<file path="src/rtl/pl_gate_pkg.sv">
// Shared token type, phase type and encode/decode helpers for the phased gate.
// Assumes a token is {timing, value} and its phase is timing XOR value.
package pl_gate_pkg;

    typedef logic [1:0] pl_tok_t;

    typedef enum logic {
        PH_EVEN = 1'b0,
        PH_ODD  = 1'b1
    } pl_phase_e;

    // Phase carried by a token.
    function automatic pl_phase_e tok_phase(input pl_tok_t tok);
        return pl_phase_e'(tok[1] ^ tok[0]);
    endfunction

    // Build a token with the given value and phase.
    function automatic pl_tok_t tok_make(input logic val, input pl_phase_e ph);
        return {val ^ ph, val};
    endfunction

    // Opposite phase.
    function automatic pl_phase_e phase_flip(input pl_phase_e ph);
        return (ph == PH_EVEN) ? PH_ODD : PH_EVEN;
    endfunction

endpackage

</file>
<file path="src/rtl/pl_phase_match.sv">
// Completion detector: compares every input token's phase with the gate phase
// and separates out the value bits. Purely combinational. Assumes each input
// token is a legal two-bit code.
module pl_phase_match
    import pl_gate_pkg::*;
#(
    parameter int NUM_IN = 4
) (
    input  logic [NUM_IN-1:0][1:0] in_tok,
    input  pl_phase_e              gate_phase,
    output logic                   all_match,
    output logic [NUM_IN-1:0]      in_val
);

    logic [NUM_IN-1:0] match_vec;

    for (genvar i = 0; i < NUM_IN; i++) begin : g_lane
        // One lane: phase equality and value extraction.
        assign match_vec[i] = (tok_phase(in_tok[i]) == gate_phase);
        assign in_val[i]    = in_tok[i][0];
    end

    // Fire enable when every lane matches.
    assign all_match = &match_vec;

endmodule

</file>
<file path="src/rtl/pl_lut_eval.sv">
// Truth-table evaluator built as a binary mux tree, one level per select bit.
// Select bit 0 resolves the first level. Assumes LUT_W equals 2**NUM_IN.
module pl_lut_eval #(
    parameter int NUM_IN = 4,
    parameter int LUT_W  = 1 << NUM_IN
) (
    input  logic [LUT_W-1:0]  cfg,
    input  logic [NUM_IN-1:0] sel,
    output logic              lut_out
);

    for (genvar l = 0; l < NUM_IN; l++) begin : g_lvl
        localparam int W = LUT_W >> (l + 1);
        logic [2*W-1:0] prev;
        logic [W-1:0]   nodes;
        if (l == 0) begin : g_first
            // Tree leaves come straight from the table.
            assign prev = cfg;
        end else begin : g_rest
            // Inner level takes the previous level's outputs.
            assign prev = g_lvl[l-1].nodes;
        end
        for (genvar j = 0; j < W; j++) begin : g_mux
            // 2:1 mux steered by select bit l.
            assign nodes[j] = sel[l] ? prev[2*j+1] : prev[2*j];
        end
    end

    assign lut_out = g_lvl[NUM_IN-1].nodes[0];

endmodule

</file>
<file path="src/rtl/pl_out_stage.sv">
// State of the gate: the phase register and the output token register.
// On fire it captures the new value, encodes it with the current phase and
// flips the phase. Assumes fire is asserted only when inputs match.
module pl_out_stage
    import pl_gate_pkg::*;
(
    input  logic      clk,
    input  logic      rst_n,
    input  logic      fire,
    input  logic      new_val,
    output pl_phase_e gate_phase,
    output pl_tok_t   out_tok
);

    pl_phase_e gate_q;
    pl_tok_t   out_q;

    // Phase and output token update, synchronous active-low reset.
    always_ff @(posedge clk) begin
        if (!rst_n) begin
            gate_q <= PH_EVEN;
            out_q  <= tok_make(1'b0, PH_ODD);
        end else if (fire) begin
            out_q  <= tok_make(new_val, gate_q);
            gate_q <= phase_flip(gate_q);
        end
    end

    assign gate_phase = gate_q;
    assign out_tok    = out_q;

    AST_HOLD_NO_FIRE: assert property (@(posedge clk) disable iff (!rst_n)
        !fire |=> $stable(out_tok));

    AST_ONE_BIT_STEP: assert property (@(posedge clk) disable iff (!rst_n)
        fire |=> $countones(out_tok ^ $past(out_tok)) == 1);

    AST_OUT_PHASE: assert property (@(posedge clk) disable iff (!rst_n)
        fire |=> (out_tok[1] ^ out_tok[0]) == $past(gate_phase));

    AST_PHASE_FLIP: assert property (@(posedge clk) disable iff (!rst_n)
        fire |=> gate_phase != $past(gate_phase));

    AST_RESET_TOKEN: assert property (@(posedge clk)
        !rst_n |=> (out_tok == 2'b10) && (gate_phase == PH_EVEN));

endmodule

</file>
<file path="src/rtl/pl_lut4_gate.sv">
// Phased logic gate with a four-input truth table. It fires when all input
// token phases equal its own phase, drives an output token of that phase and
// flips phase. Assumes every input changes exactly one bit per token.
module pl_lut4_gate
    import pl_gate_pkg::*;
#(
    parameter int NUM_IN = 4,
    localparam int LUT_W = 1 << NUM_IN
) (
    input  logic                   clk,
    input  logic                   rst_n,
    input  logic [NUM_IN-1:0][1:0] in_tok,
    input  logic [LUT_W-1:0]       lut_cfg,
    output logic [1:0]             out_tok
);

    pl_phase_e         gate_phase;
    logic              fire;
    logic [NUM_IN-1:0] in_val;
    logic              lut_bit;

    pl_phase_match #(.NUM_IN(NUM_IN)) i_match (
        .in_tok     (in_tok),
        .gate_phase (gate_phase),
        .all_match  (fire),
        .in_val     (in_val)
    );

    pl_lut_eval #(.NUM_IN(NUM_IN), .LUT_W(LUT_W)) i_lut (
        .cfg     (lut_cfg),
        .sel     (in_val),
        .lut_out (lut_bit)
    );

    pl_out_stage i_state (
        .clk        (clk),
        .rst_n      (rst_n),
        .fire       (fire),
        .new_val    (lut_bit),
        .gate_phase (gate_phase),
        .out_tok    (out_tok)
    );

    AST_LUT_VALUE: assert property (@(posedge clk) disable iff (!rst_n)
        fire |=> out_tok[0] == $past(lut_cfg[in_val]));

endmodule

</file>
<file path="config.mk">
export PLATFORM = sky130hd
export DESIGN_NAME = pl_lut4_gate
export DESIGN_NICKNAME = d
export VERILOG_FILES = /design/src/rtl/pl_gate_pkg.sv /design/src/rtl/pl_phase_match.sv /design/src/rtl/pl_lut_eval.sv /design/src/rtl/pl_out_stage.sv /design/src/rtl/pl_lut4_gate.sv
export SDC_FILE = /design/constraint.sdc
export NUM_CORES = 1
export LEC_CHECK = 0
export BUFFER_PORTS_ARGS = -buffer_cell sky130_fd_sc_hd__clkbuf_2
export CORE_AREA = 2 2 39 41
export CTS_BUF_LIST = sky130_fd_sc_hd__clkbuf_16
export DETAILED_ROUTE_END_ITERATION = 12
export DIE_AREA = 0 0 41 43
export PLACE_DENSITY = 0.68
export SLEW_MARGIN = 20
export SYNTH_ARGS = -nofsm -noshare
export SYNTH_HDL_FRONTEND = slang
export SYNTH_SLANG_ARGS = --single-unit
</file>
<file path="constraint.sdc">
create_clock -name clk -period 2.2 [get_ports clk]
set_input_delay 0.22 -clock clk [delete_from_list [all_inputs] [get_ports clk]]
set_output_delay 0.22 -clock clk [all_outputs]
set_load 0.05 [all_outputs]
</file>
### Word level (Yosys, flattened, before mapping)

Cells that the tools add are included.

* output and inout port bits: 2
* logic and storage cells: 28
* flip-flop bits (word level): 3
* bits of input ports: 26

* reduce and logical (&&, ||, !) cells: 1
* equal/unequal tests: 4
* multiplexer cells: 16
* bitwise operators: 5

Operators by type and width (count)
* $mux 1: 16
* $xor 1x1->1: 5
* $eq 1x1->1: 4
* $reduce_and 4->1: 1

### Longest topological paths before layout

Gate-level depths: netlist of run 1.

* depth after elaboration: 5
* gate-level depth with buffers: 6
* depth with buffers taken out: 5

### Cells and area by module

A second synthesis of run 1 with hierarchy kept.

* cell total of the unflattened synthesis: 29
* area, all modules: 340.3 um^2

By module, submodules not included
* pl_lut_eval: instances 1, seq. area each 0.0 um^2, area each 135.1 um^2, cells an instance 7
* pl_out_stage: instances 1, seq. area each 60.1 um^2, area each 113.9 um^2, cells an instance 10
* pl_phase_match: instances 1, seq. area each 0.0 um^2, area each 91.3 um^2, cells an instance 12

### Least setup slack after synthesis of run 1

Ideal clock, no wire load.

* path type: input to register
* start: input in_tok[0] (netlist name)
* end: register i_state.out_q[1], in the netlist i_state.out_tok[1]
* setup slack: 0.575 ns
* path buffers: 1
* setup time: 0.119 ns
* data arrival time: 1.506 ns
* cell stages on the path: 6
* cell sequence: buf_6 > xnor2_1 > or4_4 > mux2i_4 > nand3b_1 > o221a_1

* cells in the longest elaborated chain, start to end: 5
* elaborated cells on any way between the ends: 19
* those cells by class: eq/ne (1); mux (15); bitwise (2); reduce/logical (1)

RTL lines
* start, declared: RTL line pl_lut4_gate.sv:12 `input logic [NUM_IN-1:0][1:0] in_tok,`
* $mux 1 (4 in series): RTL line pl_lut_eval.sv:25 `assign nodes[j] = sel[l] ? prev[2*j+1] : prev[2*j];`
* $xor 1x1->1: RTL line pl_gate_pkg.sv:19 `return {val ^ ph, val};`
* end signal, assigned: RTL line pl_out_stage.sv:22 `out_q <= tok_make(1'b0, PH_ODD);`
* end signal, assigned: RTL line pl_out_stage.sv:24 `out_q <= tok_make(new_val, gate_q);`
* end, declared: RTL line pl_out_stage.sv:16 `pl_tok_t out_q;`

Parallel ways exist; a longest one is shown, timed or not.
A chain may end at the register's enable or synchronous reset.

### Worst setup path in the final report of run 1

Ends and elaborated chain as after synthesis.

==> results of run 1 <==
## report_power, final
| part | internal (mW) | leakage [nW] | switching (mW) | total, mW |
|---|---|---|---|---|
| clock network | 0.234 | 0.0423 | 0.0506 | 0.285 |
| registers | 0.0576 | 0.0244 | 0.00236 | 0.0599 |
| logic | 0.0429 | 0.204 | 0.0310 | 0.0739 |
| total | 0.335 | 0.270 | 0.0840 | 0.419 |
## cell families (layout without fill, tap and decap cells)
| family | Yosys count | after routing |
|---|---|---|
| multiplexers | 9 | 9 |
| flip-flops | 3 | 3 |
| XOR/XNOR | 4 | 4 |
| AND/OR/NAND/NOR | 7 | 7 |
| AO/OA/AOI/OAI | 2 | 2 |
| buffers and inverters | 2 | 32 |
## worst max-delay path by stage
stage | endpoint | slack [ns] | cells after the start | from
finish | i_state.out_tok[1] | 0.68 | 6 | in_tok[0]
global route | i_state.out_tok[1] | 0.59 | 6 | in_tok[0]
CTS | i_state.out_tok[1] | 0.68 | 6 | in_tok[0]
detailed placement | i_state.out_tok[1] | 0.45 | 6 | in_tok[0]
global placement | i_state.out_tok[1] | 0.49 | 6 | in_tok[0]
floorplan | i_state.out_tok[1] | 0.57 | 6 | in_tok[0]
## layer usage
metal	track usage	wire, um	part of all wire	up-vias
met1	0.107	295	0.41	145
li1	-	-	-	172
met2	0.141	286	0.39	26
met4	0.120	29	0.040	0
met3	0.0366	115	0.16	4
met5	0	0	0	-
## registers in the layout, indices dropped and copies added, names as in the netlist
name / flops
i_state.out_tok: 2
i_state.gate_phase: 1
## cell usage in the layout, fill, tap and decap left out
master / instances
clkbuf_2: 27
mux2i_4: 1
nand2b_1: 1
xnor2_1: 4
nand3b_1: 1
nand4_1: 2
nand2_1: 1
mux4_1: 4
mux2i_1: 4
clkbuf_16: 3
nor2b_1: 1
or4_4: 1
a21boi_0: 1
o221a_1: 1
dfxtp_1: 3
inv_1: 2
## area by class of cell
class                   instances  area share
flip-flops and latches          3       0.106
well taps                      16      0.0353
repair buffers                 27       0.238
multi-input cells              22       0.475
clock buffers                   3       0.132
inverters                       1     0.00662
clock inverters                 1     0.00662
==> results.tsv, run 1 <==
stage	metric	value	unit
run_status	status	finished, final reports clean	
critical_path	worst r2r src	i_state.gate_phase	
clocking	CTS tree	built	
global_route	Total GRT Usage	0.104	
timing	Final Hold Vio Count	0	
cells_and_area	Finished Core Util	0.410	
clocking	PostCTS Resize Cnt	0	
critical_path	Worst R2R Setup Slack	1.02	ns
yosys	adder-cell share of the synthesized area	0	
clocking	CTS Buffer Depth	2	
yosys	top cell type's share of synthesized area	0.305	
die	die area	0.00176	sq mm
timing	Final setup viols	0	
worst_hold_path	min-delay worst type	input pin to flip-flop	
critical_path	Critical Path Slowest Stage Cell	or4_4	
cells_and_area	FILL cells	139	
yosys	mean area per synthesized cell	12.7	sq um
critical_path	critical-path cell list	clkbuf_2 -> xnor2_1 -> or4_4 -> mux2i_4 -> nand3b_1 -> o221a_1	
critical_path	crit end category	flip-flop	
clocking	Worst-path clk slew	0.03	ns
worst_hold_path	sink of the worst hold path	i_state.out_tok[0]	
yosys	top area cells in the synthesized netlist	mux4_1 31%, dfxtp_1 17%, mux2i_1 12%, xnor2_1 10%, mux2i_4 6.5%	
yosys	Top FF cell, synth	dfxtp_1	
route	final WL	727	um
placement	GPL Wtd Cong	0.631	
yosys	Netlist Area Pre-Place	344	sq um
global_route	largest net degree at the start of global routing	6	
route	WL/cell	9.96	um
yosys	largest family of logic cells by synthesized area	multiplexers	
critical_path	delay-heaviest family, CP	simple AND/OR/NAND/NOR gates	
clocking	worst skew pair latency	0.22	ns
global_route	initial antenna violation count	0	
flow_run	max-cap violation count	0	
yosys	mux share of post-synthesis cell area	0.487	
clocking	CTS Hold Bufs	0	
yosys	number of synthesized flops with an enable pin	0	
global_route	vias in the first global route	325	
yosys	syn_nets	53	
placement	Place WS	0.449	ns
cells_and_area	Seq. cell area	60.1	sq um
power_and_ir_drop	VDD IR max	0.196	mV
clocking	Clk Tree Root Cell	clkbuf_16	
global_route	first-pass GRT wire length	1170	um
route	DRT iter0 DRCs	6	
critical_path	CP arrival	1.63	ns
clocking	Post-CTS Setup Inserts	0	
placement	Port-buffer cells	27	
cells_and_area	Area Overhead vs Synth	64.7	%
clocking	clock sink total	3	
cells_and_area	final instance area	567	sq um
placement	Placement Cell Area	488	sq um
cells_and_area	# nets final	84	
timing	Clock Skews	0.00127	ns
cells_and_area	area of the multi-input gates	269	sq um
critical_path	cell depth of the worst flop-to-flop path	3	
route	Vias	347	
timing	Final period util	0.689	
critical_path	peak fanout along the critical path	5	
yosys	register area share after synthesis	0.175	
yosys	Post-synth top cells	4 x mux2i_1, 4 x mux4_1, 4 x xnor2_1	
clocking	Num CTS Buffers	3	
route	post-route ant nets	0	
timing	TNS Setup	0	ns
yosys	xor/xnor cell area share of the yosys netlist	0.102	
clocking	H-tree depth	1	
yosys	ys async rst share	0	
timing	fmax	659	MHz
cells_and_area	share of post-route cells with drive strength above 1	0.561	
timing	count of pins over their slew limit	0	
critical_path	startpoint types	input pin	
yosys	largest area contributor in the netlist	mux4_1	
yosys	Post-Syn Instances	27	
cells_and_area	# diodes	0	
timing	final worst slack	0.683	ns
yosys	simple-gate portion of the synthesized area	0.138	
route	vias per cell	4.75	
critical_path	CP required	2.31	ns
die	Site Rows	14	
power_and_ir_drop	Pwr per Cell Area	739	mW/mm^2
timing	slew margin rel.	0.826	
yosys	Yosys cell types	15	
power_and_ir_drop	power consumption	0.419	mW
yosys	Compound-Gate Fraction of Synth Area	0.0545	
timing	crit path time final	1.52	ns
timing	RSZ-0062 raised after global routing	false	
yosys	YS warnings	0	
route	TritonRoute pass-1 iters	2	
critical_path	WP buf/inv	1	
timing	Hold WS	0.288	ns
critical_path	Crit path largest cell delay	0.56	ns
yosys	Yosys reg bits	3	
placement	dpl cells	69	
worst_hold_path	Hold Path Cell Cnt	2	
route	Remaining DRCs	0	
die	IO Pins	28	
cells_and_area	final cell count without fillers	73	
timing	Worst Max-Slew Pin Slew	0.253	ns
die	Core Area	0.00138	sq mm
power_and_ir_drop	leak pwr	0.270	nW
critical_path	crit path kind	input pin to flip-flop	
global_route	gr ovfl total	0	
die	Die W	41	um
die	Chip Height	43	um
worst_hold_path	hold path start	rst_n	
critical_path	RR Endpoint	i_state.out_tok[1]	
die	Initial Util	0.249	
(Power assumes the default switching activity.)
==> run 2: changes to the inputs <==
==> constraint.sdc (replaced) <==
create_clock -name clk -period 1.45 [get_ports clk]
set_input_delay 0.145 -clock clk [delete_from_list [all_inputs] [get_ports clk]]
set_output_delay 0.145 -clock clk [all_outputs]
set_load 0.05 [all_outputs]
==> run 2 against run 1 <==
  * Non-clock buffer count grew 3
  * Core utilization grew 1.6 points
  * Wire length grew 3.4%
  * Register-to-register slack lost 0.73 ns
  * Clock skew grew 0.00071 ns
  * Die area is the same
  * Count of clock-buffer cells in the layout is the same
==> results.tsv, run 2 (same netlist as run 1, synthesis figures left out) <==
stage	metric	value	unit	change
critical_path	delay-heaviest family, CP	simple AND/OR/NAND/NOR gates		
timing	slew margin rel.	0.827		+0.00100
cells_and_area	most frequent cells in the layout	27 x clkbuf_2, 4 x xnor2_1, 4 x mux4_1, 4 x mux2i_1		
global_route	Total GRT Usage	0.104		+0.000105
timing	Worst Max-Slew Pin Slew	0.252	ns	-0.00146 ns
timing	Clock Skews	0.00198	ns	+0.000710 ns
die	Core Area	0.00138	sq mm	unchanged
cells_and_area	Finished Core Util	0.426		+0.0163
route	Remaining DRCs	0		unchanged
clocking	CTS Buffer Depth	2		unchanged
clocking	Num CTS Buffers	3		unchanged
worst_hold_path	min-delay worst type	input pin to flip-flop		
die	Site Rows	14		unchanged
cells_and_area	Seq. cell area	60.1	sq um	unchanged
placement	Port-buffer cells	27		unchanged
timing	Final period util	0.935		
die	Chip Height	43	um	unchanged
die	Die W	41	um	unchanged
placement	placed wire-length estimate	684	um	
critical_path	WP buf/inv	1		unchanged
clocking	Post-CTS Setup Inserts	0		unchanged
critical_path	Crit path largest cell delay	0.55	ns	about the same
global_route	first-pass GRT wire length	1100	um	-5.3%
power_and_ir_drop	power consumption	0.631	mW	+51%
timing	Hold WS	0.209	ns	-0.0793 ns
power_and_ir_drop	Psw	0.119	mW	+42%
cells_and_area	most common cell after layout, fill and taps aside	clkbuf_2		
power_and_ir_drop	power share of the sequential group	0.144		about the same
critical_path	critical-path cell list	clkbuf_2 -> xnor2_1 -> or4_4 -> mux2i_4 -> nand3b_1 -> o221a_1		
power_and_ir_drop	Pwr per Cell Area	1070	mW/mm^2	+45%
die	Initial Util	0.249		unchanged
cells_and_area	FILL cells	138		-0.72%
timing	Final Hold Vio Count	0		unchanged
run_status	status	finished, final reports clean		
timing	TNS Setup	0	ns	unchanged
global_route	largest net degree at the start of global routing	6		unchanged
route	DRT iter0 DRCs	3		-3
placement	Placement Cell Area	510	sq um	+4.6%
route	TritonRoute pass-1 iters	2		unchanged
critical_path	startpoint types	input pin		
cells_and_area	final instance area	589	sq um	+4.0%
critical_path	Critical Path Slowest Stage Cell	or4_4		
route	Vias	362		+4.3%
route	final WL	752	um	+3.4%
power_and_ir_drop	Clock power frac	0.669		-0.012
clocking	clock sink total	3		unchanged
power_and_ir_drop	leak pwr	0.285	nW	+5.3%
clocking	PostCTS Resize Cnt	0		unchanged
placement	GPL Wtd Cong	0.663		+5.1%
flow_run	max-cap violation count	0		unchanged
die	die area	0.00176	sq mm	unchanged
power_and_ir_drop	power share of the combinational group	0.187		+0.011
global_route	initial antenna violation count	0		unchanged
clocking	CTS tree	built		
power_and_ir_drop	VDD IR max	0.508	mV	+160%
die	IO Pins	28		unchanged
timing	crit path time final	1.36	ns	
clocking	Clk Tree Root Cell	clkbuf_16		
critical_path	crit path kind	input pin to flip-flop		
clocking	Worst-path clk slew	0.03	ns	about the same
critical_path	peak fanout along the critical path	4		-1
timing	Final setup viols	0		unchanged
route	WL/cell	9.89	um	-0.64%
cells_and_area	# diodes	0		unchanged
clocking	worst skew pair latency	0.22	ns	about the same
clocking	CTS Hold Bufs	0		unchanged
cells_and_area	Area Overhead vs Synth	71.3	%	
global_route	vias in the first global route	320		-1.5%
critical_path	CP required	1.56	ns	-0.75 ns
power_and_ir_drop	Int Pwr	0.512	mW	+53%
cells_and_area	max FFs per register	2		unchanged
timing	fmax	738	MHz	
critical_path	CP arrival	1.46	ns	-0.17 ns
global_route	gr ovfl total	0		unchanged
cells_and_area	area of the multi-input gates	269	sq um	unchanged
cells_and_area	share of post-route cells with drive strength above 1	0.583		+0.0219
route	post-route ant nets	0		unchanged
clocking	H-tree depth	1		unchanged
cells_and_area	# nets final	87		+3.6%
route	vias per cell	4.76		+0.20%
critical_path	crit end category	flip-flop		
timing	RSZ-0062 raised after global routing	false		
timing	count of pins over their slew limit	0		unchanged
power_and_ir_drop	sw frac	0.189		-0.0119
-- run 2: changes by cell type in the layout (fill, tap and decap cells not counted), sizes merged --
cell | previous run | this run
buf | 0 | 3
-- run 2: power by group through the flow --
stage | Clock [mW] | Combinational [mW] | Sequential [mW]
floorplan | 0 | 0.0626 | 0.100
global placement | 0 | 0.117 | 0.0920
detailed placement | 0 | 0.120 | 0.0922
CTS | 0.436 | 0.120 | 0.0911
global route | 0.449 | 0.129 | 0.0918
finish | 0.423 | 0.118 | 0.0910
-- run 2: layout make-up --
| class | count | share of cell area |
|---|---|---|
| Timing Repair Buffer | 30 | 0.268 |
| Tap cell | 16 | 0.0340 |
| Sequential cell | 3 | 0.102 |
| Inverter | 1 | 0.00637 |
| Multi-Input combinational cell | 22 | 0.456 |
| Clock inverter | 1 | 0.00637 |
| Clock buffer | 3 | 0.127 |
-- run 2: metal layers --
metal  wire length, um  global-route usage
met5                 0                   0
met4                15               0.100
met3               105              0.0628
met2               363               0.147
met1               267              0.0945
-- run 2: metrics by stage --
stage | setup slack [ns] | std cells
floorplan | 0.0173 | 27
global placement | -0.110 | 72
detailed placement | -0.137 | 72
CTS | 0.0957 | 76
global route | 0.0309 | 76
finish | 0.0949 | 76
-- run 2: final timing paths --
| check | from | to | slack [ns] | cells past startpoint |
|---|---|---|---|---|
| min reg2reg | i_state.out_tok[0] | i_state.out_tok[0] | 0.51 | 2 |
| max | in_tok[4] | i_state.out_tok[1] | 0.09 | 6 |
| min | rst_n | i_state.out_tok[0] | 0.21 | 2 |
| max reg2reg | i_state.gate_phase | i_state.out_tok[1] | 0.29 | 3 |
